`src/rtl/tonegen_pkg.sv`:
```
package tonegen_pkg;
   localparam int SEL_W = 2;

   typedef enum logic [SEL_W-1:0] {
      SEL_INNER  = 2'd0,
      SEL_OUTER  = 2'd1,
      SEL_VOLUME = 2'd2,
      SEL_NONE   = 2'd3
   } tg_sel_e;
endpackage

```
`src/rtl/tg_shadow_reg.sv`:
```
module tg_shadow_reg #(
   parameter int W  = 8,
   parameter int DW = 8
) (
   input  logic          clk,
   input  logic          rst_n,
   input  logic          wr,
   input  logic [DW-1:0] wdata,
   input  logic          load,
   output logic [W-1:0]  buf_q
);
   logic [W-1:0] hold_q;

   generate
      if (W > DW) begin : g_bad_width
         $error("tg_shadow_reg: W must not exceed DW");
      end
   endgenerate

   always_ff @(posedge clk or negedge rst_n) begin
      if (!rst_n) begin
         hold_q <= '0;
      end else if (wr) begin
         hold_q <= wdata[W-1:0];
      end
   end

   always_ff @(posedge clk or negedge rst_n) begin
      if (!rst_n) begin
         buf_q <= '0;
      end else if (load) begin
         buf_q <= hold_q;
      end
   end

   // the working buffer moves only on a load
   p_buf_hold_r5: assert property (@(posedge clk) disable iff (!rst_n)
      !load |=> $stable(buf_q));
endmodule

```
`src/rtl/tg_counter.sv`:
```
module tg_counter #(
   parameter int W = 8
) (
   input  logic         clk,
   input  logic         rst_n,
   input  logic         clr,
   input  logic         step,
   input  logic [W-1:0] limit,
   output logic [W-1:0] cnt,
   output logic         hit
);
   generate
      if (W < 1) begin : g_bad_width
         $error("tg_counter: W must be at least 1");
      end
   endgenerate

   assign hit = step && (cnt == limit);

   always_ff @(posedge clk or negedge rst_n) begin
      if (!rst_n) begin
         cnt <= '0;
      end else if (clr) begin
         cnt <= '0;
      end else if (hit) begin
         cnt <= '0;
      end else if (step) begin
         cnt <= cnt + 1'b1;
      end
   end

   // a match restarts the count from zero
   p_wrap_r1: assert property (@(posedge clk) disable iff (!rst_n)
      (hit && !clr) |=> (cnt == '0));
   // the count never passes its limit
   p_bound_r1: assert property (@(posedge clk) disable iff (!rst_n)
      cnt <= limit);
   // clear forces zero
   p_clear_r7: assert property (@(posedge clk) disable iff (!rst_n)
      clr |=> (cnt == '0));
endmodule

```
`src/rtl/tg_pwm_latch.sv`:
```
module tg_pwm_latch (
   input  logic clk,
   input  logic rst_n,
   input  logic clr,
   input  logic set,
   input  logic drop,
   output logic q
);
   always_ff @(posedge clk or negedge rst_n) begin
      if (!rst_n) begin
         q <= 1'b0;
      end else if (clr) begin
         q <= 1'b0;
      end else if (set) begin
         q <= 1'b1;
      end else if (drop) begin
         q <= 1'b0;
      end
   end

   // set at the period match
   p_set_r3: assert property (@(posedge clk) disable iff (!rst_n)
      (set && !clr) |=> q);
   // cleared at the volume match unless set wins
   p_drop_r3: assert property (@(posedge clk) disable iff (!rst_n)
      (drop && !set && !clr) |=> !q);
   // otherwise the latch holds its level
   p_hold_r4: assert property (@(posedge clk) disable iff (!rst_n)
      (!drop && !set && !clr) |=> $stable(q));
endmodule

```
`src/rtl/tone_pwm_gen.sv`:
```
module tone_pwm_gen
   import tonegen_pkg::*;
#(
   parameter int INNER_W = 8,
   parameter int OUTER_W = 8,
   parameter int DATA_W  = (INNER_W > OUTER_W) ? INNER_W : OUTER_W
) (
   input  logic              clk,
   input  logic              rst_n,
   input  logic              en,
   input  logic              wr_en,
   input  logic [SEL_W-1:0]  wr_sel,
   input  logic [DATA_W-1:0] wr_data,
   output logic              tone_o,
   output logic              pwm_o,
   output logic              snd_o
);
   localparam int VOL_W = INNER_W;

   generate
      if (INNER_W < 2) begin : g_bad_inner
         $error("tone_pwm_gen: INNER_W must be at least 2");
      end
      if (DATA_W < INNER_W || DATA_W < OUTER_W) begin : g_bad_data
         $error("tone_pwm_gen: DATA_W must cover both counter widths");
      end
   endgenerate

   logic               wr_inner, wr_outer, wr_vol;
   logic [INNER_W-1:0] inner_buf, inner_cnt;
   logic [OUTER_W-1:0] outer_buf, outer_cnt;
   logic [VOL_W-1:0]   vol_buf;
   logic               inner_hit, wrap, vol_hit;
   logic               tone_q, pwm_q;

   assign wr_inner = wr_en && (wr_sel == SEL_INNER);
   assign wr_outer = wr_en && (wr_sel == SEL_OUTER);
   assign wr_vol   = wr_en && (wr_sel == SEL_VOLUME);

   tg_shadow_reg #(.W(INNER_W), .DW(DATA_W)) u_inner_reg (
      .clk(clk), .rst_n(rst_n), .wr(wr_inner), .wdata(wr_data),
      .load(wrap), .buf_q(inner_buf));

   tg_shadow_reg #(.W(OUTER_W), .DW(DATA_W)) u_outer_reg (
      .clk(clk), .rst_n(rst_n), .wr(wr_outer), .wdata(wr_data),
      .load(wrap), .buf_q(outer_buf));

   tg_shadow_reg #(.W(VOL_W), .DW(DATA_W)) u_vol_reg (
      .clk(clk), .rst_n(rst_n), .wr(wr_vol), .wdata(wr_data),
      .load(wrap), .buf_q(vol_buf));

   tg_counter #(.W(INNER_W)) u_inner_cnt (
      .clk(clk), .rst_n(rst_n), .clr(!en), .step(en),
      .limit(inner_buf), .cnt(inner_cnt), .hit(inner_hit));

   tg_counter #(.W(OUTER_W)) u_outer_cnt (
      .clk(clk), .rst_n(rst_n), .clr(!en), .step(inner_hit),
      .limit(outer_buf), .cnt(outer_cnt), .hit(wrap));

   assign vol_hit = en && (inner_cnt == vol_buf);

   tg_pwm_latch u_pwm (
      .clk(clk), .rst_n(rst_n), .clr(!en), .set(inner_hit),
      .drop(vol_hit), .q(pwm_q));

   always_ff @(posedge clk or negedge rst_n) begin
      if (!rst_n) begin
         tone_q <= 1'b0;
      end else if (!en) begin
         tone_q <= 1'b0;
      end else if (wrap) begin
         tone_q <= !tone_q;
      end
   end

   assign tone_o = tone_q;
   assign pwm_o  = pwm_q;
   assign snd_o  = tone_q && pwm_q;

   // disabled block drives nothing
   p_off_r7: assert property (@(posedge clk) disable iff (!rst_n)
      !en |=> (!tone_o && !pwm_o && !snd_o));
   // tone flips only on a double wrap
   p_tone_hold_r2: assert property (@(posedge clk) disable iff (!rst_n)
      (en && !wrap) |=> $stable(tone_o));
   // a double wrap always flips the tone
   p_tone_flip_r2: assert property (@(posedge clk) disable iff (!rst_n)
      (en && wrap) |=> (tone_o != $past(tone_o)));
   // the outer counter only wraps at an inner match
   p_wrap_src_r5: assert property (@(posedge clk) disable iff (!rst_n)
      wrap |-> inner_hit);
endmodule

```
`config.mk`:
```
export PLATFORM = sky130hd
export DESIGN_NAME = tone_pwm_gen
export DESIGN_NICKNAME = d
export VERILOG_FILES = /design/src/rtl/tonegen_pkg.sv /design/src/rtl/tg_shadow_reg.sv /design/src/rtl/tg_counter.sv /design/src/rtl/tg_pwm_latch.sv /design/src/rtl/tone_pwm_gen.sv
export SDC_FILE = /design/constraint.sdc
export NUM_CORES = 1
export LEC_CHECK = 0
export ABC_AREA = 1
export BUFFER_PORTS_ARGS = -buffer_cell sky130_fd_sc_hd__buf_2
export CAP_MARGIN = 20
export CELL_PAD_IN_SITES_DETAIL_PLACEMENT = 0
export CELL_PAD_IN_SITES_GLOBAL_PLACEMENT = 1
export CORE_ASPECT_RATIO = 1.75
export CORE_MARGIN = 5
export CORE_UTILIZATION = 45
export DETAILED_ROUTE_END_ITERATION = 16
export HOLD_SLACK_MARGIN = 0.02
export PLACE_DENSITY = 0.76
export SYNTH_ARGS = -nofsm -noshare
export SYNTH_HDL_FRONTEND = slang
export SYNTH_HIERARCHICAL = 1
export SYNTH_SLANG_ARGS = --single-unit
```
`constraint.sdc`:
```
create_clock -name clk -period 2.35 [get_ports clk]
set_input_delay 0.235 -clock clk [delete_from_list [all_inputs] [get_ports clk]]
set_output_delay 0.235 -clock clk [all_outputs]
set_load 0.01 [all_outputs]
```
=== After elaboration in Yosys (flattened, before gate mapping) ===
Index checks and enable logic that the tools add are counted.

* Output and inout bits: 3
* Input bits: 14
* Register bits after elaboration: 66
* Word-level logic and storage cells: 39

* Reductions and logical operators: 9
* Eq/ne operators: 8
* Add/sub/neg operators: 2
* Mux-type cells: 10

{| class="wikitable"
|+ Operator list
! kind !! count
|-
| $mux W8 || 5
|-
| $eq A8 B8 Y1 || 3
|-
| $add A8 B1 Y8 const B || 2
|-
| $logic_and A1 B1 Y1 || 7
|-
| $ne A3 B1 Y1 const B || 2
|-
| $mux W1 || 5
|-
| $eq A2 B1 Y1 const B || 1
|-
| $eq A2 B2 Y1 const B || 1
|-
| $logic_not A2 Y1 || 1
|-
| $ne A2 B1 Y1 const B || 1
|-
| $logic_not A1 Y1 || 1
|}

=== Longest topological paths before layout ===
* Word-level depth: 5
* Mapped depth: 18
* Depth with buffers taken out: 17

=== Hierarchy ===
Netlist, hierarchy kept.

{| class="wikitable"
|+ Modules (own cells, without submodules)
! module !! sequential area each (µm²) !! area an instance (µm²) !! instances !! cells an instance
|-
| tg_shadow_reg || 400.4 || 610.6 || 3 || 68
|-
| tg_counter || 200.2 || 573.0 || 2 || 83
|-
| tone_pwm_gen || 25.0 || 221.5 || 1 || 48
|-
| tg_pwm_latch || 25.0 || 45.0 || 1 || 5
|}

=== Worst setup path before layout ===
OpenSTA, ideal clock, no wires.

* Kind: register to register
* Start: reg u_inner_cnt.cnt[2]
* End: reg u_inner_reg.buf_q[6]
* Buffers on the path: 1
* Data required time: 2.234 ns
* Cell stages (with the launch flop): 15
* Arrival: 1.832 ns
* Setup slack: 0.401 ns
* Setup time: 0.116 ns
* Period minus slack after synthesis: 1.949 ns
* Path through: dfrtp_1 -> xor2_1 -> nor2_1 -> nand3_2 -> inv_1 -> inv_2 -> a21oi_1 -> nand2_1 -> nor2_1 -> nand3_2 -> inv_1 -> buf_6 -> inv_2 -> nand2_1 -> nand2_1

* Longest elaborated chain between the ends: 3

{| class="wikitable"
|+ RTL lines
! element !! line !! source
|-
| start: declaration || tg_counter.sv:9 || <nowiki>output logic [W-1:0] cnt,</nowiki>
|-
| start signal: assignment || tg_counter.sv:28 || <nowiki>cnt <= cnt + 1'b1;</nowiki>
|-
| $eq A8 B8 Y1 || tg_counter.sv:18 || <nowiki>assign hit = step && (cnt == limit);</nowiki>
|-
| $logic_and A1 B1 Y1 || tg_counter.sv:18 ||
|-
| net inner_hit || tone_pwm_gen.sv:33 || <nowiki>logic inner_hit, wrap, vol_hit;</nowiki>
|-
| $logic_and A1 B1 Y1 || tg_counter.sv:18 ||
|-
| net wrap || tone_pwm_gen.sv:33 ||
|-
| end signal: assignment || tg_shadow_reg.sv:32 || <nowiki>buf_q <= hold_q;</nowiki>
|-
| end: declaration || tg_shadow_reg.sv:10 || <nowiki>output logic [W-1:0] buf_q</nowiki>
|}

The timed path passes the listed nets, and every way through them passes these cells.
A chain may end at the register's enable or synchronous reset.

=== Final worst setup path ===
* Start: reg u_inner_cnt.cnt[4]
* End: reg u_outer_reg.buf_q[2]

* Longest elaborated chain between the ends: 3

{| class="wikitable"
|+ RTL lines
! element !! line
|-
| $eq A8 B8 Y1 || tg_counter.sv:18
|-
| $logic_and A1 B1 Y1 || tg_counter.sv:18
|-
| net inner_hit || tone_pwm_gen.sv:33
|-
| $logic_and A1 B1 Y1 || tg_counter.sv:18
|-
| net wrap || tone_pwm_gen.sv:33
|-
| end signal: assignment || tg_shadow_reg.sv:32
|-
| end: declaration || tg_shadow_reg.sv:10
|}

The timed path passes the listed nets, and every way through them passes these cells.

==> flow_summary.yaml <==
worst_setup_path:
  cp_cell_sequence: "xor2_1 > nor2_1 > nand3_4 > inv_2 > inv_2 > a21oi_1 > nand2_1 > nor2_1 > nand3_2 > inv_2 > buf_12 > inv_2 > nand2_1 > nand2_1"
  critPathMaxStageDelay_ps: 450
  endpoint_kind: "flip-flop"
  cpMaxStageDelayCell: "dfrtp_1"
  critPathArrivalTime_ps: 2330
  startpoint_type: "flip-flop"
  cp.required_ps: 2570
  crit_top_cell: "inv_2"
  crit_type: "reg -> reg"
  cp_num_buf_inv: 5
  crit_family: "simple AND/OR/NAND/NOR gates"
  crit_fanout: 14
pwr:
  p_switching_mw: 1.09
  clkPwrFrac_pct: 36.2
  p_leak_nw: 2.05
  pwr-share-comb_pct: 20.5
  p_per_area_mw_per_mm2: 941
  p_int_mw: 2.48
  switching_share_pct: 30.6
  seqPwrFrac_pct: 43.3
  ir_drop_mv: 0.580
place:
  dpl-instance-area_mm2: 0.00346
  gp_congestion: 0.791
  hpwl_um: 4940
  port_buffers: 16
logic_synthesis:
  yosys_warnings: 6
  synth.largest_area_cell: "dfrtp_1"
  ys_seq_elements: 66
  syn_area_mm2: 0.00324
  syn_inst: 423
  synth.area.top_cells: "dfrtp_1, nand2_1, inv_1"
  synth.top_cell.area_share_pct: 50.9
  syn_avg_cell_area_um2: 7.67
  synthesis.nets: 439
  synth_ff_type: "dfrtp_1"
  synthTopCellsByCount: "nand2_1, dfrtp_1, inv_1, nor2_1"
  synth-edff-count: 0
  yosysMostFrequentCell: "nand2_1"
  yosysUniqueCellTypes: 19
  async_flop_share_pct: 100
  ys_seq_area_share_pct: 50.9
drt:
  drt-pass1-iter-count: 4
  drt_wl_total_um: 6860
  detail-route-antenna-nets: 0
  wl_per_cell_um: 12.5
  detail_route.vias_per_cell: 4.56
  drt_iter0_drc: 117
  vias: 2497
  route.detailed.drc: 0
global_route:
  first_global_vias: 2555
  grt_max_degree: 67
  overflow: 0
  grt_pass1_wl_um: 11800
  gr-usage-all-layers_pct: 17.5
  antenna_found_initial: 0
job:
  max-cap-violations: 0
timing:
  fin_tns_setup_ps: 0
  fmax_ghz: 0.472
  finalMaxSlewViolations: 0
  holdWs_ps: 167
  rsz0062_at_grt: "no"
  period_share_pct: 90.1
  min_period_ps: 2120
  tightestPinTransition_ps: 573
  setup_viol: 0
  hold_viol: 0
  slew_headroom_pct: 61.7
  skew_ps: 4.80
clocking:
  post_cts_buffers: 0
  cts.clk_slew.worst_paths_ps: 50
  root_buffer: "clkbuf_16"
  htreeDepth: 3
  worstSkewPairLatency_ps: 330
  numCtsBuffers: 9
  cts_tree: "done"
  ctsLongestPathBuffers: 2
  clock_sinks: 66
floorplanning:
  core-area_mm2: 0.00713
  rows: 41
  die_x_um: 74.2
  ios: 17
  dieHeight_um: 122
  dieArea_mm2: 0.00907
  start_util_pct: 45.5
cells_and_area:
  drive_gt1_share_pct: 16.1
  fin_area_mm2: 0.00380
  area_delta_synth_final_pct: 17.1
  utilization_pct: 53.3
  final_nets: 472
  n_antenna_cell: 0
status:
  status: "finished, final reports clean"
hold_path:
  hp-class: "in -> reg"
through the flow:
step                setup slack, ps  power [mW]  std cells
floorplan                       401        2.07        423
global placement                137        2.26        529
detailed placement             94.0        2.28        529
CTS                            91.7        3.60        546
global route                   28.8        3.83        547
finish                          233        3.58        547
cells by family after synthesis:
group                    count (synthesis)  share of synthesized area [%]
buffers and inverters                   64                           8.79
flip-flops                              66                           50.9
adder cells (fa/ha/maj)                  2                          0.771
XOR/XNOR                                18                           4.86
AND/OR/NAND/NOR                        266                           33.5
AO/OA/AOI/OAI                            7                           1.20
layout make-up:
type                       count  area (um2)
fill                         720        3330
timing repair buffer          28         215
sequential                    66        1650
clock inverter                 5        55.1
inverter                      58         218
multi-input combinational    293        1320
clock buffer                  11         233
tap                           86         108
worst paths after layout:
check                      cells after the start                 from                    to  slack (ps)
max                                           14   u_inner_cnt/cnt[4]  u_outer_reg/buf_q[2]         230
min                                            3           wr_data[4]   u_vol_reg/hold_q[4]         170
max reg2reg                                   14   u_inner_cnt/cnt[4]  u_outer_reg/buf_q[2]         230
min reg2reg                                    2  u_vol_reg/hold_q[7]   u_vol_reg/hold_q[7]         470
max in group asynchronous                      3                rst_n    u_inner_cnt/cnt[0]        1580
min in group asynchronous                      3                rst_n    u_inner_cnt/cnt[3]         450
worst reg2reg max path, stage by stage, from the launching register on:
cell and delay, ps:
dfrtp_1 450, xor2_1 170, nor2_1 230, nand3_4 150, inv_2 100, inv_2 40, a21oi_1 110, nand2_1 60
nor2_1 110, nand3_2 100, inv_2 130, buf_12 150, inv_2 80, nand2_1 60, nand2_1 50
registers in the layout, indices dropped and copies added, names as in the netlist:
signal              flops
tone_o                  1
u_inner_cnt/cnt         8
u_inner_reg/buf_q       8
u_inner_reg/hold_q      8
u_outer_cnt/cnt         8
u_outer_reg/buf_q       8
u_outer_reg/hold_q      8
u_pwm/q                 1
u_vol_reg/buf_q         8
u_vol_reg/hold_q        8
power groups by stage:
stage          clock network [mW]  logic (mW)  registers, mW
2_1_floorplan                   0       0.544           1.52
3_3_place_gp                    0       0.697           1.56
3_5_place_dp                    0       0.716           1.57
4_1_cts                      1.33       0.723           1.55
5_1_grt                      1.38       0.864           1.58
6_report                     1.29       0.735           1.55
cells in the final DEF, fill, tap and decap left out, types with 3 or more instances in the layout:
cell and n:
a21oi_1 3, buf_2 16, buf_4 8, clkbuf_16 10, dfrtp_1 64, inv_1 44
inv_2 14, nand2_1 208, nand3_1 14, nand3_2 3, nor2_1 24, nor2_2 8
o21ai_0 3, xnor2_1 4, xor2_1 14
repair_timing:
| action | CTS | global route |
|---|---|---|
| endpoints found under the setup margin | 0 | 25 |
| hold endpoints to repair | 66 | 0 |
| resized for setup | 0 | 6 |
| hold buffers | 1 | 0 |
routing by layer:
layer  up-vias  global-route usage (%)  routed length (um)
met1      1131                    20.3                2890
met4         0                    9.07                 167
li1       1319                       -                   -
met2        34                    29.6                3590
met5         -                       0                   0
met3        13                    3.77                 210
Note: power is estimated with default switching activity, not from simulation.
